$ cat config.mk
export PLATFORM = sky130hd
export DESIGN_NAME = ipt_lookup
export DESIGN_NICKNAME = d
export VERILOG_FILES = /design/src/rtl/ipt_pkg.sv /design/src/rtl/ipt_hash.sv /design/src/rtl/ipt_table.sv /design/src/rtl/ipt_walker.sv /design/src/rtl/ipt_lookup.sv
export SDC_FILE = /design/constraint.sdc
export NUM_CORES = 1
export LEC_CHECK = 0
export BUFFER_PORTS_ARGS = -buffer_cell sky130_fd_sc_hd__buf_2
export CORE_ASPECT_RATIO = 1.75
export CORE_MARGIN = 4
export CORE_UTILIZATION = 52
export DETAILED_ROUTE_END_ITERATION = 10
export GPL_TIMING_DRIVEN = 0
export HOLD_SLACK_MARGIN = 0.15
export PLACE_DENSITY = 0.7
export SLEW_MARGIN = 25
export SYNTH_ARGS = -nofsm -noshare
export SYNTH_HDL_FRONTEND = slang
export SYNTH_SLANG_ARGS = --single-unit
$ cat constraint.sdc
create_clock -name clk -period 3.9 [get_ports clk]
set_input_delay 0 -clock clk [delete_from_list [all_inputs] [get_ports clk]]
set_output_delay 0 -clock clk [all_outputs]
set_load 0.01 [all_outputs]
$ cat src/rtl/ipt_pkg.sv
package ipt_pkg;

  typedef enum logic {
    WALK_IDLE   = 1'b0,
    WALK_SEARCH = 1'b1
  } walk_state_t;

  // number of bits needed to index n items (at least 1)
  function automatic int unsigned idx_bits(input int unsigned n);
    return (n <= 2) ? 1 : $clog2(n);
  endfunction

endpackage

$ cat src/rtl/ipt_hash.sv
module ipt_hash #(
  parameter int unsigned VPN_W    = 20,
  parameter int unsigned HASH_MOD = 8,
  parameter int unsigned IDX_W    = 3
) (
  input  logic [VPN_W-1:0] vpn,
  output logic [IDX_W-1:0] home_idx
);

  localparam int unsigned MOD_BITS = ipt_pkg::idx_bits(HASH_MOD);
  localparam bit          MOD_POW2 = ((1 << MOD_BITS) == HASH_MOD);

  generate
    if (MOD_POW2) begin : g_slice
      // power-of-two modulus: low bits of the page number
      logic [MOD_BITS-1:0] low_bits;
      assign low_bits = vpn[MOD_BITS-1:0];
      assign home_idx = IDX_W'(low_bits);
    end else begin : g_div
      logic [VPN_W-1:0] rem;
      assign rem      = vpn % VPN_W'(HASH_MOD);
      assign home_idx = rem[IDX_W-1:0];
    end
  endgenerate

  always_comb begin
    assert_home_in_range_R2: assert (int'(home_idx) < int'(HASH_MOD) || $isunknown(vpn));
  end

endmodule

$ cat src/rtl/ipt_table.sv
module ipt_table #(
  parameter int unsigned NFRAMES = 8,
  parameter int unsigned PID_W   = 4,
  parameter int unsigned VPN_W   = 20,
  parameter int unsigned IDX_W   = 3,
  parameter int unsigned LINK_W  = 4
) (
  input  logic              clk,
  input  logic              rst,
  // software install port
  input  logic              wr_en,
  input  logic [IDX_W-1:0]  wr_idx,
  input  logic              wr_valid,
  input  logic              wr_modify,
  input  logic [PID_W-1:0]  wr_pid,
  input  logic [VPN_W-1:0]  wr_vpn,
  input  logic [LINK_W-1:0] wr_link,
  // dirty-flag set from the walker
  input  logic              mark_en,
  input  logic [IDX_W-1:0]  mark_idx,
  // probe read port
  input  logic [IDX_W-1:0]  rd_idx,
  output logic              rd_valid,
  output logic              rd_modify,
  output logic [PID_W-1:0]  rd_pid,
  output logic [VPN_W-1:0]  rd_vpn,
  output logic [LINK_W-1:0] rd_link
);

  localparam logic [LINK_W-1:0] LINK_END = LINK_W'(1) << (LINK_W - 1);

  // key storage: no reset, plain memory style
  logic [PID_W-1:0] pid_mem [NFRAMES];
  logic [VPN_W-1:0] vpn_mem [NFRAMES];

  // control storage: reset per entry
  logic              valid_q  [NFRAMES];
  logic              modify_q [NFRAMES];
  logic [LINK_W-1:0] link_q   [NFRAMES];

  always_ff @(posedge clk) begin
    if (wr_en) begin
      pid_mem[wr_idx] <= wr_pid;
      vpn_mem[wr_idx] <= wr_vpn;
    end
  end

  generate
    for (genvar e = 0; e < NFRAMES; e++) begin : g_entry
      logic sel_wr;
      logic sel_mark;
      assign sel_wr   = wr_en   && (wr_idx   == IDX_W'(e));
      assign sel_mark = mark_en && (mark_idx == IDX_W'(e));

      always_ff @(posedge clk) begin
        if (rst) begin
          valid_q[e]  <= 1'b0;
          modify_q[e] <= 1'b0;
          link_q[e]   <= LINK_END;
        end else if (sel_wr) begin
          // software install takes priority over a dirty mark
          valid_q[e]  <= wr_valid;
          modify_q[e] <= wr_modify;
          link_q[e]   <= wr_link;
        end else if (sel_mark) begin
          modify_q[e] <= 1'b1;
        end
      end
    end
  endgenerate

  always_comb begin
    rd_valid  = 1'b0;
    rd_modify = 1'b0;
    rd_link   = LINK_END;
    rd_pid    = '0;
    rd_vpn    = '0;
    if (int'(rd_idx) < int'(NFRAMES)) begin
      rd_valid  = valid_q[rd_idx];
      rd_modify = modify_q[rd_idx];
      rd_link   = link_q[rd_idx];
      rd_pid    = pid_mem[rd_idx];
      rd_vpn    = vpn_mem[rd_idx];
    end
  end

  // install lands on the next edge
  assert_install_R10: assert property (@(posedge clk) disable iff (rst)
    wr_en |=> (valid_q[$past(wr_idx)] == $past(wr_valid)) &&
              (link_q[$past(wr_idx)]  == $past(wr_link)));

  // a dirty mark not overridden by an install sticks
  assert_mark_sets_dirty_R8: assert property (@(posedge clk) disable iff (rst)
    (mark_en && !(wr_en && wr_idx == mark_idx)) |=> modify_q[$past(mark_idx)]);

endmodule

$ cat src/rtl/ipt_walker.sv
module ipt_walker #(
  parameter int unsigned NFRAMES  = 8,
  parameter int unsigned PID_W    = 4,
  parameter int unsigned VPN_W    = 20,
  parameter int unsigned HASH_MOD = 8,
  parameter int unsigned IDX_W    = 3,
  parameter int unsigned LINK_W   = 4,
  parameter int unsigned CNT_W    = 4
) (
  input  logic              clk,
  input  logic              rst,
  input  logic              req_valid,
  output logic              req_ready,
  input  logic [PID_W-1:0]  req_pid,
  input  logic [VPN_W-1:0]  req_vpn,
  input  logic              req_write,
  input  logic [IDX_W-1:0]  home_idx,
  // probe into the table
  output logic [IDX_W-1:0]  probe_idx,
  input  logic              ent_valid,
  input  logic              ent_modify,
  input  logic [PID_W-1:0]  ent_pid,
  input  logic [VPN_W-1:0]  ent_vpn,
  input  logic [LINK_W-1:0] ent_link,
  output logic              mark_en,
  output logic [IDX_W-1:0]  mark_idx,
  // response
  output logic              rsp_valid,
  output logic              rsp_hit,
  output logic [IDX_W-1:0]  rsp_frame,
  output logic              rsp_modify
);

  import ipt_pkg::*;

  localparam bit                FRAMES_POW2 = ((1 << IDX_W) == NFRAMES);
  localparam logic [CNT_W-1:0]  LAST_HOP    = CNT_W'(NFRAMES - 1);

  walk_state_t      state_q;
  logic [PID_W-1:0] key_pid_q;
  logic [VPN_W-1:0] key_vpn_q;
  logic             key_wr_q;
  logic [IDX_W-1:0] cur_q;
  logic [CNT_W-1:0] hops_q;

  logic             searching;
  logic             match;
  logic             chain_end;
  logic             give_up;
  logic [IDX_W-1:0] next_idx;

  assign searching = (state_q == WALK_SEARCH);
  assign req_ready = (state_q == WALK_IDLE);
  assign probe_idx = cur_q;
  assign next_idx  = ent_link[IDX_W-1:0];

  generate
    if (FRAMES_POW2) begin : g_end_bit
      assign chain_end = ent_link[LINK_W-1];
    end else begin : g_end_range
      // links past the last frame also end the chain
      assign chain_end = ent_link[LINK_W-1] || (int'(next_idx) >= int'(NFRAMES));
    end
  endgenerate

  always_comb begin
    match   = searching && ent_valid &&
              (ent_pid == key_pid_q) && (ent_vpn == key_vpn_q);
    give_up = searching && !match && (chain_end || (hops_q == LAST_HOP));
  end

  assign mark_en  = match && key_wr_q;
  assign mark_idx = cur_q;

  always_ff @(posedge clk) begin
    if (rst) begin
      state_q    <= WALK_IDLE;
      key_pid_q  <= '0;
      key_vpn_q  <= '0;
      key_wr_q   <= 1'b0;
      cur_q      <= '0;
      hops_q     <= '0;
      rsp_valid  <= 1'b0;
      rsp_hit    <= 1'b0;
      rsp_frame  <= '0;
      rsp_modify <= 1'b0;
    end else begin
      rsp_valid <= 1'b0;
      unique case (state_q)
        WALK_IDLE: begin
          if (req_valid) begin
            key_pid_q <= req_pid;
            key_vpn_q <= req_vpn;
            key_wr_q  <= req_write;
            cur_q     <= home_idx;
            hops_q    <= '0;
            state_q   <= WALK_SEARCH;
          end
        end
        WALK_SEARCH: begin
          if (match) begin
            rsp_valid  <= 1'b1;
            rsp_hit    <= 1'b1;
            rsp_frame  <= cur_q;
            rsp_modify <= ent_modify;
            state_q    <= WALK_IDLE;
          end else if (give_up) begin
            rsp_valid  <= 1'b1;
            rsp_hit    <= 1'b0;
            rsp_frame  <= '0;
            rsp_modify <= 1'b0;
            state_q    <= WALK_IDLE;
          end else begin
            cur_q  <= next_idx;
            hops_q <= hops_q + CNT_W'(1);
          end
        end
        default: state_q <= WALK_IDLE;
      endcase
    end
  end

  // walk begins at page number modulo HASH_MOD
  assert_home_entry_R2: assert property (@(posedge clk) disable iff (rst)
    (req_valid && req_ready) |=>
      (cur_q == IDX_W'($past(req_vpn) % VPN_W'(HASH_MOD))) && (hops_q == '0));

  // a taken request closes the door until the walk ends
  assert_busy_blocks_R9: assert property (@(posedge clk) disable iff (rst)
    (req_valid && req_ready) |=> !req_ready);

  // the visit counter never passes the table size
  assert_hop_bound_R7: assert property (@(posedge clk) disable iff (rst)
    searching |-> (hops_q <= LAST_HOP));

  // responses only come out of a walk
  assert_rsp_from_walk_R11: assert property (@(posedge clk) disable iff (rst)
    rsp_valid |-> $past(searching));

  // end-of-chain link without a match reports a miss
  assert_end_link_miss_R6: assert property (@(posedge clk) disable iff (rst)
    (searching && !match && chain_end) |=> (rsp_valid && !rsp_hit));

  // reported frame is a real frame
  assert_frame_range_R3: assert property (@(posedge clk) disable iff (rst)
    (rsp_valid && rsp_hit) |-> (int'(rsp_frame) < int'(NFRAMES)));

endmodule

$ cat src/rtl/ipt_lookup.sv
module ipt_lookup #(
  parameter int unsigned NFRAMES  = 8,
  parameter int unsigned PID_W    = 4,
  parameter int unsigned VPN_W    = 20,
  parameter int unsigned HASH_MOD = 8,
  localparam int unsigned IDX_W   = ipt_pkg::idx_bits(NFRAMES),
  localparam int unsigned LINK_W  = IDX_W + 1
) (
  input  logic              clk,
  input  logic              rst,
  input  logic              req_valid,
  output logic              req_ready,
  input  logic [PID_W-1:0]  req_pid,
  input  logic [VPN_W-1:0]  req_vpn,
  input  logic              req_write,
  output logic              rsp_valid,
  output logic              rsp_hit,
  output logic [IDX_W-1:0]  rsp_frame,
  output logic              rsp_modify,
  input  logic              wr_en,
  input  logic [IDX_W-1:0]  wr_idx,
  input  logic              wr_valid,
  input  logic              wr_modify,
  input  logic [PID_W-1:0]  wr_pid,
  input  logic [VPN_W-1:0]  wr_vpn,
  input  logic [LINK_W-1:0] wr_link
);

  localparam int unsigned CNT_W = ipt_pkg::idx_bits(NFRAMES + 1);

  initial begin
    assert_hash_fits_R2: assert (HASH_MOD >= 1 && HASH_MOD <= NFRAMES);
  end

  logic [IDX_W-1:0]  home_idx;
  logic [IDX_W-1:0]  probe_idx;
  logic              ent_valid;
  logic              ent_modify;
  logic [PID_W-1:0]  ent_pid;
  logic [VPN_W-1:0]  ent_vpn;
  logic [LINK_W-1:0] ent_link;
  logic              mark_en;
  logic [IDX_W-1:0]  mark_idx;

  ipt_hash #(
    .VPN_W(VPN_W), .HASH_MOD(HASH_MOD), .IDX_W(IDX_W)
  ) u_hash (
    .vpn      (req_vpn),
    .home_idx (home_idx)
  );

  ipt_table #(
    .NFRAMES(NFRAMES), .PID_W(PID_W), .VPN_W(VPN_W),
    .IDX_W(IDX_W), .LINK_W(LINK_W)
  ) u_table (
    .clk       (clk),
    .rst       (rst),
    .wr_en     (wr_en),
    .wr_idx    (wr_idx),
    .wr_valid  (wr_valid),
    .wr_modify (wr_modify),
    .wr_pid    (wr_pid),
    .wr_vpn    (wr_vpn),
    .wr_link   (wr_link),
    .mark_en   (mark_en),
    .mark_idx  (mark_idx),
    .rd_idx    (probe_idx),
    .rd_valid  (ent_valid),
    .rd_modify (ent_modify),
    .rd_pid    (ent_pid),
    .rd_vpn    (ent_vpn),
    .rd_link   (ent_link)
  );

  ipt_walker #(
    .NFRAMES(NFRAMES), .PID_W(PID_W), .VPN_W(VPN_W), .HASH_MOD(HASH_MOD),
    .IDX_W(IDX_W), .LINK_W(LINK_W), .CNT_W(CNT_W)
  ) u_walk (
    .clk        (clk),
    .rst        (rst),
    .req_valid  (req_valid),
    .req_ready  (req_ready),
    .req_pid    (req_pid),
    .req_vpn    (req_vpn),
    .req_write  (req_write),
    .home_idx   (home_idx),
    .probe_idx  (probe_idx),
    .ent_valid  (ent_valid),
    .ent_modify (ent_modify),
    .ent_pid    (ent_pid),
    .ent_vpn    (ent_vpn),
    .ent_link   (ent_link),
    .mark_en    (mark_en),
    .mark_idx   (mark_idx),
    .rsp_valid  (rsp_valid),
    .rsp_hit    (rsp_hit),
    .rsp_frame  (rsp_frame),
    .rsp_modify (rsp_modify)
  );

endmodule

==> metrics.cfg, run 1 <==
[sta]
grt_setup_unrepaired = no
setup_viol = 0
worst_slack_ns = 0.191
worst_pin_slew_ns = 0.800
finalCriticalPeriod_ns = 3.71
hold_violations = 0
final.setup_skew_ns = 0.0226
fin_crit_sh_pct = 95.1
max_slew_margin_pct = 46.3
maxClockFrequency_mhz = 270
finalMaxSlewViolations = 0

[power]
vdd_drop_max_uv = 482
power_density_mw_per_mm2 = 481
finalPower_mw = 6.94
power_leakage_nw = 5.01

[flow_run]
cap_violations = 0

[status]
status = complete, no violations

[synth]
syn_inst = 739
synth_compound_area_share_pct = 4.69
synthMuxAreaShare_pct = 14.5
synth_flop_cell = edfxtp_1
synth-edff-count = 240
synthXorXnorAreaFrac_pct = 1.56
avgSynthCellArea_um2 = 16.0
ys_types = 55
synth_top_area_share_pct = 61.0
synthAdderAreaFrac_pct = 0.106
yosysTopAreaCell = edfxtp_1
syn-cell-area_mm2 = 0.0118
async_flop_share_pct = 0
yosys_warnings = 0
ys_seq_elements = 282
synth_fp_nets = 802
synth-simple-area-share_pct = 8.27
synthTopCellsByArea = edfxtp_1 (61%), mux4_2 (10%), dfxtp_1 (7.1%), mux2i_1 (2.9%), nand2_1 (2.5%)
ys_seq_area_share_pct = 68.1
synth_top_family_by_area = multiplexers

[setup_path]
crit_type = reg -> reg
startpoint_type = flop
critPathMaxStageDelay_ns = 0.68
worstSetupEndpointType = flop
slowest_stage = a211oi_1
rrSetupSlack_ns = 0.19
cp_max_fo = 10
crit_arrival_ns = 3.93
worst_path_most_repeated_cell = buf_2
path_cells = buf_2, buf_2, buf_2, mux2i_1, xnor2_1, a211oi_1, and3_1, buf_6, nand2_4, o31ai_1
required_ns = 4.12

[global_routing]
grt_pass1_vias = 7752
grt_max_degree = 20
grt_pass1_wl_um = 45400
track_usage_pct = 24.0
overflow = 0
antenna_found_initial = 2

[final_layout]
finish.instance_area_mm2 = 0.0144
final_nets = 983
drive_gt1_share_pct = 24.8
areaGrowthSynthToFinish_pct = 21.8
fin_cells = 1238

[route]
postRouteWirelength_um = 29900
wire_per_inst_um = 24.2
drtPass1Iterations = 5
drc = 0
vias = 7265
vias_per_cell = 5.87
ant_nets = 0
initialDrtViolationCount = 615

[placed_design]
place_area_mm2 = 0.0128
place_inst = 1117
place.port_buffers = 67
place_ws_ns = -0.0244
gp_congestion = 0.876
dp_hpwl_um = 20800

[floorplan]
initial_utilization_pct = 53.1
io_pins = 69
rows = 72
die_area_mm2 = 0.0253
die_h_um = 207
die_w_um = 122
core_area_mm2 = 0.0223

[hold_path]
hold_path_class = in -> reg
min-delay-start = wr_idx[2]

[clock_tree]
tritoncts = yes
clk_latency_ns = 0.53
cts.sinks = 282
htreeDepth = 1
cts.clk_slew.worst_paths_ns = 0.07
cts_inserted_buffers = 26
clock_path_buffers = 3
cts_root_buf = clkbuf_16

## synth_stat cells (9+ instances only)
library cell  count
a21oi_1          41
and2_1           10
and3_1           26
buf_6             9
clkbuf_1         17
dfxtp_1          42
edfxtp_1        240
inv_1            13
mux2_2           10
mux2i_1          34
mux4_2           53
nand2_1          79
nand2b_1          9
nand3_1          23
nor2_1           18
nor3_1           13
xor2_1           16
## power by group
part | internal [mW] | total (mW) | switching [mW] | leakage [nW]
Combinational | 0.396 | 0.877 | 0.480 | 2.02
Sequential | 3.40 | 3.45 | 0.0517 | 2.55
Clock | 1.51 | 2.61 | 1.09 | 0.436
## layer usage
metal	vias up	global-route usage (%)	part of all wire, %
li1	3241	-	-
met1	3641	27.3	35
met4	0	11.0	4.7
met2	306	44.1	55
met5	-	0	0
met3	77	3.00	5.5
## timing repair
| action | CTS | global route |
|---|---|---|
| pin swaps | 0 | 1 |
| endpoints found under the hold margin | 304 | 0 |
| buffers inserted | 0 | 3 |
| resized for setup | 1 | 0 |
| hold buffers | 68 | 0 |
| setup endpoints to repair | 8 | 6 |
## state kept, by name (all words and copies together), names as in the netlist, named ones only
register and count:
u_table.pid_mem 32, u_walk.rsp_valid 1, u_table.valid_q 8, u_walk.key_wr_q 1, u_walk.rsp_hit 1, u_walk.searching 1
u_walk.hops_q 4, u_table.link_q 32, u_table.vpn_mem 160, u_walk.key_vpn_q 20, u_walk.rsp_modify 1, u_walk.mark_idx 3
u_walk.key_pid_q 4, u_walk.rsp_frame 3, u_table.modify_q 8
## kinds of logic (layout without fill, tap and decap cells)
family	count (synthesis)	count (layout)
AO/OA/AOI/OAI	80	80
XOR/XNOR	21	21
adder cells (fa/ha/maj)	1	1
buffers and inverters	56	257
flip-flops	282	282
multiplexers	102	102
other	0	2
AND/OR/NAND/NOR	197	197
## worst paths after layout
kind / cells after the start / endpoint
worst max-delay path: 10 / u_table.modify_q[4]
worst min-delay path: 3 / u_table.vpn_mem[4][2]
worst max register to register: 10 / u_table.modify_q[4]
worst min register to register: 2 / u_walk.key_vpn_q[18]
## final cells by class
| type | instances | area [µm²] |
|---|---|---|
| Buffer | 43 | 282 |
| Antenna cell | 2 | 5.00 |
| Clock buffer | 32 | 714 |
| Inverter | 13 | 48.8 |
| Clock inverter | 16 | 178 |
| Sequential cell | 282 | 8050 |
| Timing Repair Buffer | 153 | 1250 |
| Tap cell | 296 | 370 |
| Multi-Input combinational cell | 401 | 3510 |
| Fill cell | 1579 | 7850 |
## stage by stage
| stage | hold slack [ns] | TNS, ns | utilization, % |
|---|---|---|---|
| after floorplan | 0.0989 | 0 | - |
| after global placement | 0.251 | -75.01 | 56.3 |
| after detailed placement | 0.257 | -0.0244 | 57.5 |
| after CTS | 0.197 | 0 | 64.6 |
| after global routing | 0.278 | 0 | 64.7 |
| final | 0.257 | 0 | 64.7 |
## cells in the final DEF, fill, tap and decap left out, drive strengths merged, types with 2 or more instances in the layout
| master | synthesis | final |
|---|---|---|
| dfxtp | 42 | 42 |
| o22ai | 4 | 4 |
| clkbuf | 17 | 49 |
| nor4 | 5 | 5 |
| inv | 13 | 15 |
| mux2 | 14 | 14 |
| and2 | 10 | 10 |
| clkinvlp | 0 | 2 |
| or2 | 2 | 2 |
| dlygate4sd3 | 0 | 68 |
| xor2 | 16 | 16 |
| mux2i | 34 | 34 |
| diode | 0 | 2 |
| nor2b | 3 | 3 |
| o211ai | 8 | 8 |
| nor2 | 18 | 18 |
| a21o | 3 | 3 |
| buf | 26 | 111 |
| nand3 | 23 | 23 |
| nor3 | 13 | 13 |
| o22a | 2 | 2 |
| nand2b | 9 | 9 |
| mux4 | 54 | 54 |
| edfxtp | 240 | 240 |
| a21oi | 41 | 41 |
| o311ai | 2 | 2 |
| o31ai | 9 | 9 |
| nand2 | 80 | 80 |
| bufinv | 0 | 3 |
| nand4 | 5 | 5 |
| and3 | 26 | 26 |
| a41oi | 2 | 2 |
| xnor2 | 5 | 5 |
| clkinv | 0 | 9 |
## critical path: cells and delay by family (launching register included)
kind,cells,cell delay [ns]
buf+inv,4,1.19
compound gates,2,1.02
simple gates,2,0.41
mux,1,0.34
flops,1,0.32
xor+xnor,1,0.10
Note: power is estimated with default switching activity, not from simulation.
==> run 2: changes to the inputs <==
==> constraint.sdc (replaced) <==
create_clock -name clk -period 3.9 [get_ports clk]
set_input_delay 0.195 -clock clk [delete_from_list [all_inputs] [get_ports clk]]
set_output_delay 0.195 -clock clk [all_outputs]
set_load 0.01 [all_outputs]
==> run 2 against run 1 <==
  * Final cell count is 0.97% lower
  * Highest routed layer unchanged
  * Clock skew is 0.0078 ns lower
  * Register-to-register slack better by 0.02 ns
  * Global-route usage decreased by 0.22 points
  * Combinational power decreased by 0.9%
  * Clock-buffer cell count stayed put
  * Critical path type unchanged
  * Via count down 0.51%
  * Total power hardly changed
==> metrics.cfg, run 2 (synthesized netlist as in run 1, its figures left out) <==
[placed_design]
dp_hpwl_um = 20800  ; unchanged
place.port_buffers = 67  ; unchanged
place_area_mm2 = 0.0128  ; unchanged
place_inst = 1117  ; unchanged
gp_congestion = 0.876  ; unchanged

[sta]
fin_crit_sh_pct = 94.7  ; was 95.1%
setup_viol = 0  ; unchanged
fin_tns_setup_ns = 0  ; unchanged
worst_pin_slew_ns = 0.802  ; was 0.800 ns
finalMaxSlewViolations = 0  ; unchanged
finalCriticalPeriod_ns = 3.69  ; was 3.71 ns
grt_setup_unrepaired = no  ; unchanged
hold_violations = 0  ; unchanged
final.setup_skew_ns = 0.0148  ; was 0.0226 ns
maxClockFrequency_mhz = 271  ; was 270 MHz
max_slew_margin_pct = 46.2  ; was 46.3%

[floorplan]
core_area_mm2 = 0.0223  ; unchanged
initial_utilization_pct = 53.1  ; unchanged
rows = 72  ; unchanged
die_w_um = 122  ; unchanged
io_pins = 69  ; unchanged
die_h_um = 207  ; unchanged
die_area_mm2 = 0.0253  ; unchanged

[final_layout]
fin_util_pct = 64.2  ; was 64.7%
top_register = u_table.vpn_mem  ; unchanged
largest_register_ffs = 160  ; unchanged
top_regs = u_table.vpn_mem (160), u_table.link_q (32), u_table.pid_mem (32)  ; unchanged
mostFrequentLayoutCell = edfxtp_1  ; unchanged
final_nets = 972  ; was 983
areaGrowthSynthToFinish_pct = 20.9  ; was 21.8%
drive_gt1_share_pct = 25.1  ; was 24.8%
fin_cells = 1226  ; was 1238
finish.instance_area_mm2 = 0.0143  ; was 0.0144 mm²
final_cell_mix = edfxtp_1 (240), nand2_1 (79), buf_2 (73), dlygate4sd3_1 (57), mux4_2 (53)  ; was edfxtp_1 (240), nand2_1 (79), buf_2 (73), dlygate4sd3_1 (68), mux4_2 (53)

[global_routing]
met3_usage_pct = 2.75  ; was 3.00%
grt_busiest_layer = met2  ; unchanged
gr-usage-met2_pct = 43.7  ; was 44.1%
grt_max_degree = 20  ; unchanged
overflow = 0  ; unchanged
use_met1_pct = 27.3  ; about the same
track_usage_pct = 23.8  ; was 24.0%
grt_pass1_vias = 7676  ; was 7752
grt_pass1_wl_um = 45100  ; was 45400 µm
antenna_found_initial = 1  ; was 2

[setup_path]
crit_arrival_ns = 3.90  ; was 3.93 ns
worstSetupEndpointType = flop  ; unchanged
cp_max_fo = 10  ; unchanged
required_ns = 4.11  ; was 4.12 ns
crit_type = reg -> reg  ; unchanged
rrSetupSlack_ns = 0.21  ; was 0.19 ns
startpoint_type = flop  ; unchanged

[power]
power_density_mw_per_mm2 = 485  ; was 481 mW/mm²
vdd_drop_max_uv = 482  ; about the same
finalPower_mw = 6.93  ; was 6.94 mW
power_leakage_nw = 4.95  ; was 5.01 nW

[route]
vias = 7228  ; was 7265
initialDrtViolationCount = 689  ; was 615
drtPass1Iterations = 5  ; unchanged
vias_per_cell = 5.90  ; was 5.87
wire_per_inst_um = 24.2  ; about the same
drc = 0  ; unchanged
postRouteWirelength_um = 29700  ; was 29900 µm
ant_nets = 0  ; unchanged

[clock_tree]
clk_latency_ns = 0.53  ; about the same
clock_path_buffers = 3  ; unchanged
cts.sinks = 282  ; unchanged
cts_root_buf = clkbuf_16  ; unchanged
tritoncts = yes  ; unchanged
cts.clk_slew.worst_paths_ns = 0.07  ; about the same
cts_inserted_buffers = 26  ; unchanged
htreeDepth = 1  ; unchanged

[flow_run]
cap_violations = 0  ; unchanged

[status]
status = complete, no violations  ; unchanged

[hold_path]
hold_path_class = in -> reg  ; unchanged

run 2: cell types whose count changed in the layout (fill, tap and decap cells not counted), sizes merged:
cell,delta
diode,-1
dlygate4sd3,-11
run 2: through the flow:
stage / setup WS, ns / hold WS [ns]
after floorplan: 0.792 / 0.294
after detailed placement: -0.0244 / 0.452
final: 0.207 / 0.186
after global routing: 0.0939 / 0.222
after global placement: -2.21 / 0.446
after CTS: 0.0585 / 0.170
run 2: power by group:
| group | internal [mW] | switching (mW) | total, mW |
|---|---|---|---|
| sequential | 3.40 | 0.0511 | 3.45 |
| clock | 1.51 | 1.10 | 2.61 |
| combinational | 0.391 | 0.478 | 0.869 |
| total | 5.30 | 1.63 | 6.93 |
run 2: layout make-up:
cell class,count,area (µm²)
Sequential cell,282,8050
Fill cell,1593,7960
Multi-Input combinational cell,401,3510
Timing Repair Buffer,142,1140
Clock buffer,32,714
Tap cell,296,370
Buffer,43,282
Clock inverter,16,178
Inverter,13,48.8
Antenna cell,1,2.50
run 2: routing by layer:
layer | up-vias | wire length (µm) | share of wire, %
met5 | - | 0 | 0
met1 | 3634 | 10400 | 35
met4 | 0 | 1380 | 4.6
met3 | 83 | 1600 | 5.4
met2 | 297 | 16400 | 55
li1 | 3214 | - | -
run 2: worst paths after layout:
path                        startpoint              endpoint  cells past startpoint
hold reg to reg   u_walk.key_vpn_q[18]  u_walk.key_vpn_q[18]                      2
hold / removal               wr_modify   u_table.modify_q[0]                      3
setup / recovery                  flop   u_table.modify_q[4]                     10
setup reg to reg                  flop   u_table.modify_q[4]                     10
run 2: worst max-delay path, stage by stage, from the launching register on:
cell and delay [ns]:
dfxtp_1 0.32, buf_2 0.30, buf_2 0.36, buf_2 0.37
mux2i_1 0.33, xnor2_1 0.10, a211oi_1 0.68, and3_1 0.29
buf_6 0.14, nand2_4 0.12, o31ai_1 0.34
run 2: what timing repair did:
action | in CTS | in global routing
gates resized for setup | 1 | 0
endpoints found under the setup margin | 8 | 6
pin swaps | 0 | 1
hold endpoints to repair | 264 | 0
setup buffers | 0 | 3
hold buffers | 57 | 0
==> run 3: changes to the inputs <==
ABC_AREA = 1   (was unset)
==> run 3 against run 2 <==
  * Combinational power rose by 66%
  * Global-route usage rose by 3.8 points
  * Clock-buffer cell count fell by 2
  * Via count rose by 34%
  * Highest routed layer unchanged
  * Final cell count rose by 45%
  * Synthesized cell count rose by 76%
  * Die area rose by 5.5%
  * Cell area rose by 3.8%
  * Critical path type unchanged
  * Utilization fell by 1.1 points
==> metrics.cfg, run 3 <==
[status]
status = complete, no violations  ; unchanged

[setup_path]
rrSetupSlack_ns = 0.73  ; was 0.21 ns
startpoint_type = flop  ; unchanged
required_ns = 4.15  ; was 4.11 ns
critPathMaxStageDelay_ns = 0.66  ; was 0.68 ns
crit_type = reg -> reg  ; unchanged
cp.depth = 12  ; was 10
worstSetupEndpointType = flop  ; unchanged
path_cells = buf_2, buf_1, nand3_1, nand3b_1, nand2_1, nor2_1, nand4_1, nor2_2, nand2_2, nor2_8, nand3_2, nand2_1  ; was buf_2, buf_2, buf_2, mux2i_1, xnor2_1, a211oi_1, and3_1, buf_6, nand2_4, o31ai_1
slowest_stage = buf_1  ; was a211oi_1
crit_family = simple AND/OR/NAND/NOR gates  ; was buffers and inverters
timing.rr.end = u_table.modify_q[2]  ; was u_table.modify_q[4]
cp_max_fo = 10  ; unchanged
worst_path_most_repeated_cell = nand2_1  ; was buf_2
cp_num_buf_inv = 2  ; was 4
crit_arrival_ns = 3.42  ; was 3.90 ns
rr_worst_depth = 12  ; was 10

[synth]
yosysMostFrequentCell = nand2_1  ; was edfxtp_1
synth_top_area_share_pct = 57.6  ; was 61.0%
ys_seq_elements = 282  ; unchanged
syn-cell-area_mm2 = 0.0125  ; was 0.0118 mm²
synthAdderAreaFrac_pct = 0.100  ; was 0.106%
synth-edff-count = 240  ; unchanged
synth-simple-area-share_pct = 24.0  ; was 8.27%
ys_types = 33  ; was 55
yosys_warnings = 0  ; unchanged
synthTopCellsByArea = edfxtp_1 (58%), nand2_1 (9.9%), nor2_1 (6.9%), dfxtp_1 (6.7%), nand3_1 (3.9%)  ; was edfxtp_1 (61%), mux4_2 (10%), dfxtp_1 (7.1%), mux2i_1 (2.9%), nand2_1 (2.5%)
synth_flop_cell = edfxtp_1  ; unchanged
async_flop_share_pct = 0  ; unchanged
synth_compound_area_share_pct = 4.77  ; was 4.69%
yosysTopAreaCell = edfxtp_1  ; unchanged
synth_top_family_by_area = simple AND/OR/NAND/NOR gates  ; was multiplexers
avgSynthCellArea_um2 = 9.64  ; was 16.0 µm²
ys_seq_area_share_pct = 64.3  ; was 68.1%
synth_fp_nets = 1361  ; was 802
synthMuxAreaShare_pct = 0  ; was 14.5%
syn_inst = 1298  ; was 739
synthXorXnorAreaFrac_pct = 0.140  ; was 1.56%
synth_commonest_cells = nand2_1 (331), edfxtp_1 (240), nor2_1 (230), inv_1 (128), nand3_1 (98)  ; was edfxtp_1 (240), nand2_1 (79), mux4_2 (53), dfxtp_1 (42), a21oi_1 (41)

[final_layout]
final_cell_mix = nand2_1 (331), edfxtp_1 (240), nor2_1 (222), inv_1 (128), nand3_1 (98)  ; was edfxtp_1 (240), nand2_1 (79), buf_2 (73), dlygate4sd3_1 (57), mux4_2 (53)
largest_register_ffs = 160  ; unchanged
areaGrowthSynthToFinish_pct = 18.7  ; was 20.9%
top_register = u_table.vpn_mem  ; unchanged
top_regs = u_table.vpn_mem (160), u_table.link_q (32), u_table.pid_mem (32)  ; unchanged
antennaDiodeCount = 0  ; was 1
final_nets = 1518  ; was 972
fin_cells = 1777  ; was 1226
fillCellCount = 1931  ; was 1593
mostFrequentLayoutCell = nand2_1  ; was edfxtp_1
drive_gt1_share_pct = 12.4  ; was 25.1%

[sta]
whs_ns = 0.174  ; was 0.186 ns
grt_setup_unrepaired = no  ; unchanged
finalMaxSlewViolations = 0  ; unchanged
hold_violations = 0  ; unchanged
maxClockFrequency_mhz = 316  ; was 271 MHz
finalCriticalPeriod_ns = 3.17  ; was 3.69 ns
setup_viol = 0  ; unchanged
fin_crit_sh_pct = 81.2  ; was 94.7%
max_slew_margin_pct = 28.9  ; was 46.2%
fin_tns_setup_ns = 0  ; unchanged
worst_slack_ns = 0.734  ; was 0.207 ns
worst_pin_slew_ns = 1.06  ; was 0.802 ns
final.setup_skew_ns = 0.0155  ; was 0.0148 ns

[route]
vias_per_cell = 5.44  ; was 5.90
wire_per_inst_um = 21.0  ; was 24.2 µm
initialDrtViolationCount = 1000  ; was 689
drc = 0  ; unchanged
vias = 9658  ; was 7228
postRouteWirelength_um = 37300  ; was 29700 µm
ant_nets = 0  ; unchanged
drtPass1Iterations = 7  ; was 5

[clock_tree]
htreeDepth = 1  ; unchanged
cts.sinks = 282  ; unchanged
tritoncts = yes  ; unchanged
clk_latency_ns = 0.54  ; was 0.53 ns
cts.clk_slew.worst_paths_ns = 0.07  ; about the same
post-cts-setup-buffers = 0  ; unchanged
clock_path_buffers = 3  ; unchanged
cts_root_buf = clkbuf_16  ; unchanged
cts_inserted_buffers = 25  ; was 26

[hold_path]
hold_path_class = in -> reg  ; unchanged
hold_depth = 3  ; unchanged
whs_endpoint = u_table.modify_q[5]  ; was u_table.modify_q[0]
min-delay-start = wr_modify  ; unchanged

[floorplan]
die_w_um = 125  ; was 122 µm
die_h_um = 213  ; was 207 µm
core_area_mm2 = 0.0235  ; was 0.0223 mm²
die_area_mm2 = 0.0267  ; was 0.0253 mm²
rows = 74  ; was 72
initial_utilization_pct = 53.2  ; was 53.1%
io_pins = 69  ; unchanged

[power]
power_density_mw_per_mm2 = 497  ; was 485 mW/mm²
power_leakage_nw = 6.17  ; was 4.95 nW
finalPower_mw = 7.37  ; was 6.93 mW
vdd_drop_max_uv = 370  ; was 482 µV

[placed_design]
place_inst = 1677  ; was 1117
gp_congestion = 0.965  ; was 0.876
place_ws_ns = 0.809  ; was -0.0244 ns
place.port_buffers = 67  ; unchanged
dp_hpwl_um = 25900  ; was 20800 µm

[global_routing]
overflow = 0  ; unchanged
antenna_found_initial = 0  ; was 1
grt_pass1_wl_um = 54400  ; was 45100 µm
grt_max_degree = 19  ; was 20
track_usage_pct = 27.5  ; was 23.8%
grt_pass1_vias = 9376  ; was 7676

[flow_run]
cap_violations = 0  ; unchanged

==> run 3: cell count changes in the layout (fill, tap and decap cells not counted), moves of 53 or more <==
| cell | previous run | this run |
|---|---|---|
| o21ai_0 | 0 | 74 |
| nand2_1 | 79 | 331 |
| nand3_1 | 23 | 98 |
| inv_1 | 13 | 128 |
| mux4_2 | 53 | 0 |
| nor2_1 | 12 | 222 |
==> run 3: through the flow <==
step | util (%) | cell area (µm²)
after floorplan | - | 12500
after global placement | 56.2 | 13200
after detailed placement | 57.4 | 13500
after CTS | 63.1 | 14800
after global routing | 63.1 | 14800
final | 63.1 | 14800
==> run 3: kinds of logic after synthesis <==
logic type	count (synthesis)
xor+xnor	2
flops	282
fa+ha+maj	1
simple gates	711
buf+inv	191
compound gates	111
==> run 3: layout make-up <==
type | instances | area (µm²) | area share, %
sequential | 282 | 8050 | 54.2
timing repair buffer | 130 | 1090 | 7.35
inverter | 131 | 494 | 3.33
buffer | 60 | 334 | 2.25
clock buffer | 30 | 644 | 4.34
clock inverter | 15 | 158 | 1.06
multi-input combinational | 825 | 3690 | 24.9
tap | 304 | 380 | 2.56
==> run 3: worst max-delay path by stage <==
stage	endpoint	slack, ns
3_3_place_gp	u_table.link_q[7][3]	-0.16
5_1_grt	u_table.modify_q[2]	0.59
2_1_floorplan	u_table.modify_q[6]	1.70
3_5_place_dp	u_table.modify_q[2]	0.81
4_1_cts	u_table.modify_q[0]	0.78
6_report	u_table.modify_q[2]	0.73
==> run 3: layer usage <==
metal  vias up  part of all wire (%)  GRT usage, %  wire (µm)
met2       402                    52          51.0      19500
li1       4594                     -             -          -
met3       125                   5.9          3.13       2200
met1      4537                    35          30.0      13200
met5         -                     0             0          0
met4         0                   6.6          16.9       2450
==> run 3: tightest hold or removal path, stage by stage <==
cell,delay [ns]
buf_1,0.19
nand2_1,0.12
nand2_1,0.04
==> run 3: report_power, final <==
part	internal (mW)	total (mW)	switching, mW	leakage [nW]
registers	3.41	3.46	0.0521	2.56
clock network	1.38	2.48	1.10	0.380
logic	0.438	1.44	0.999	3.23
==> run 3: what timing repair did <==
action | in CTS | in global routing
setup endpoints to repair | 0 | 0
hold buffers | 55 | 0
hold endpoints to repair | 258 | 0
gates resized for setup | 0 | 0
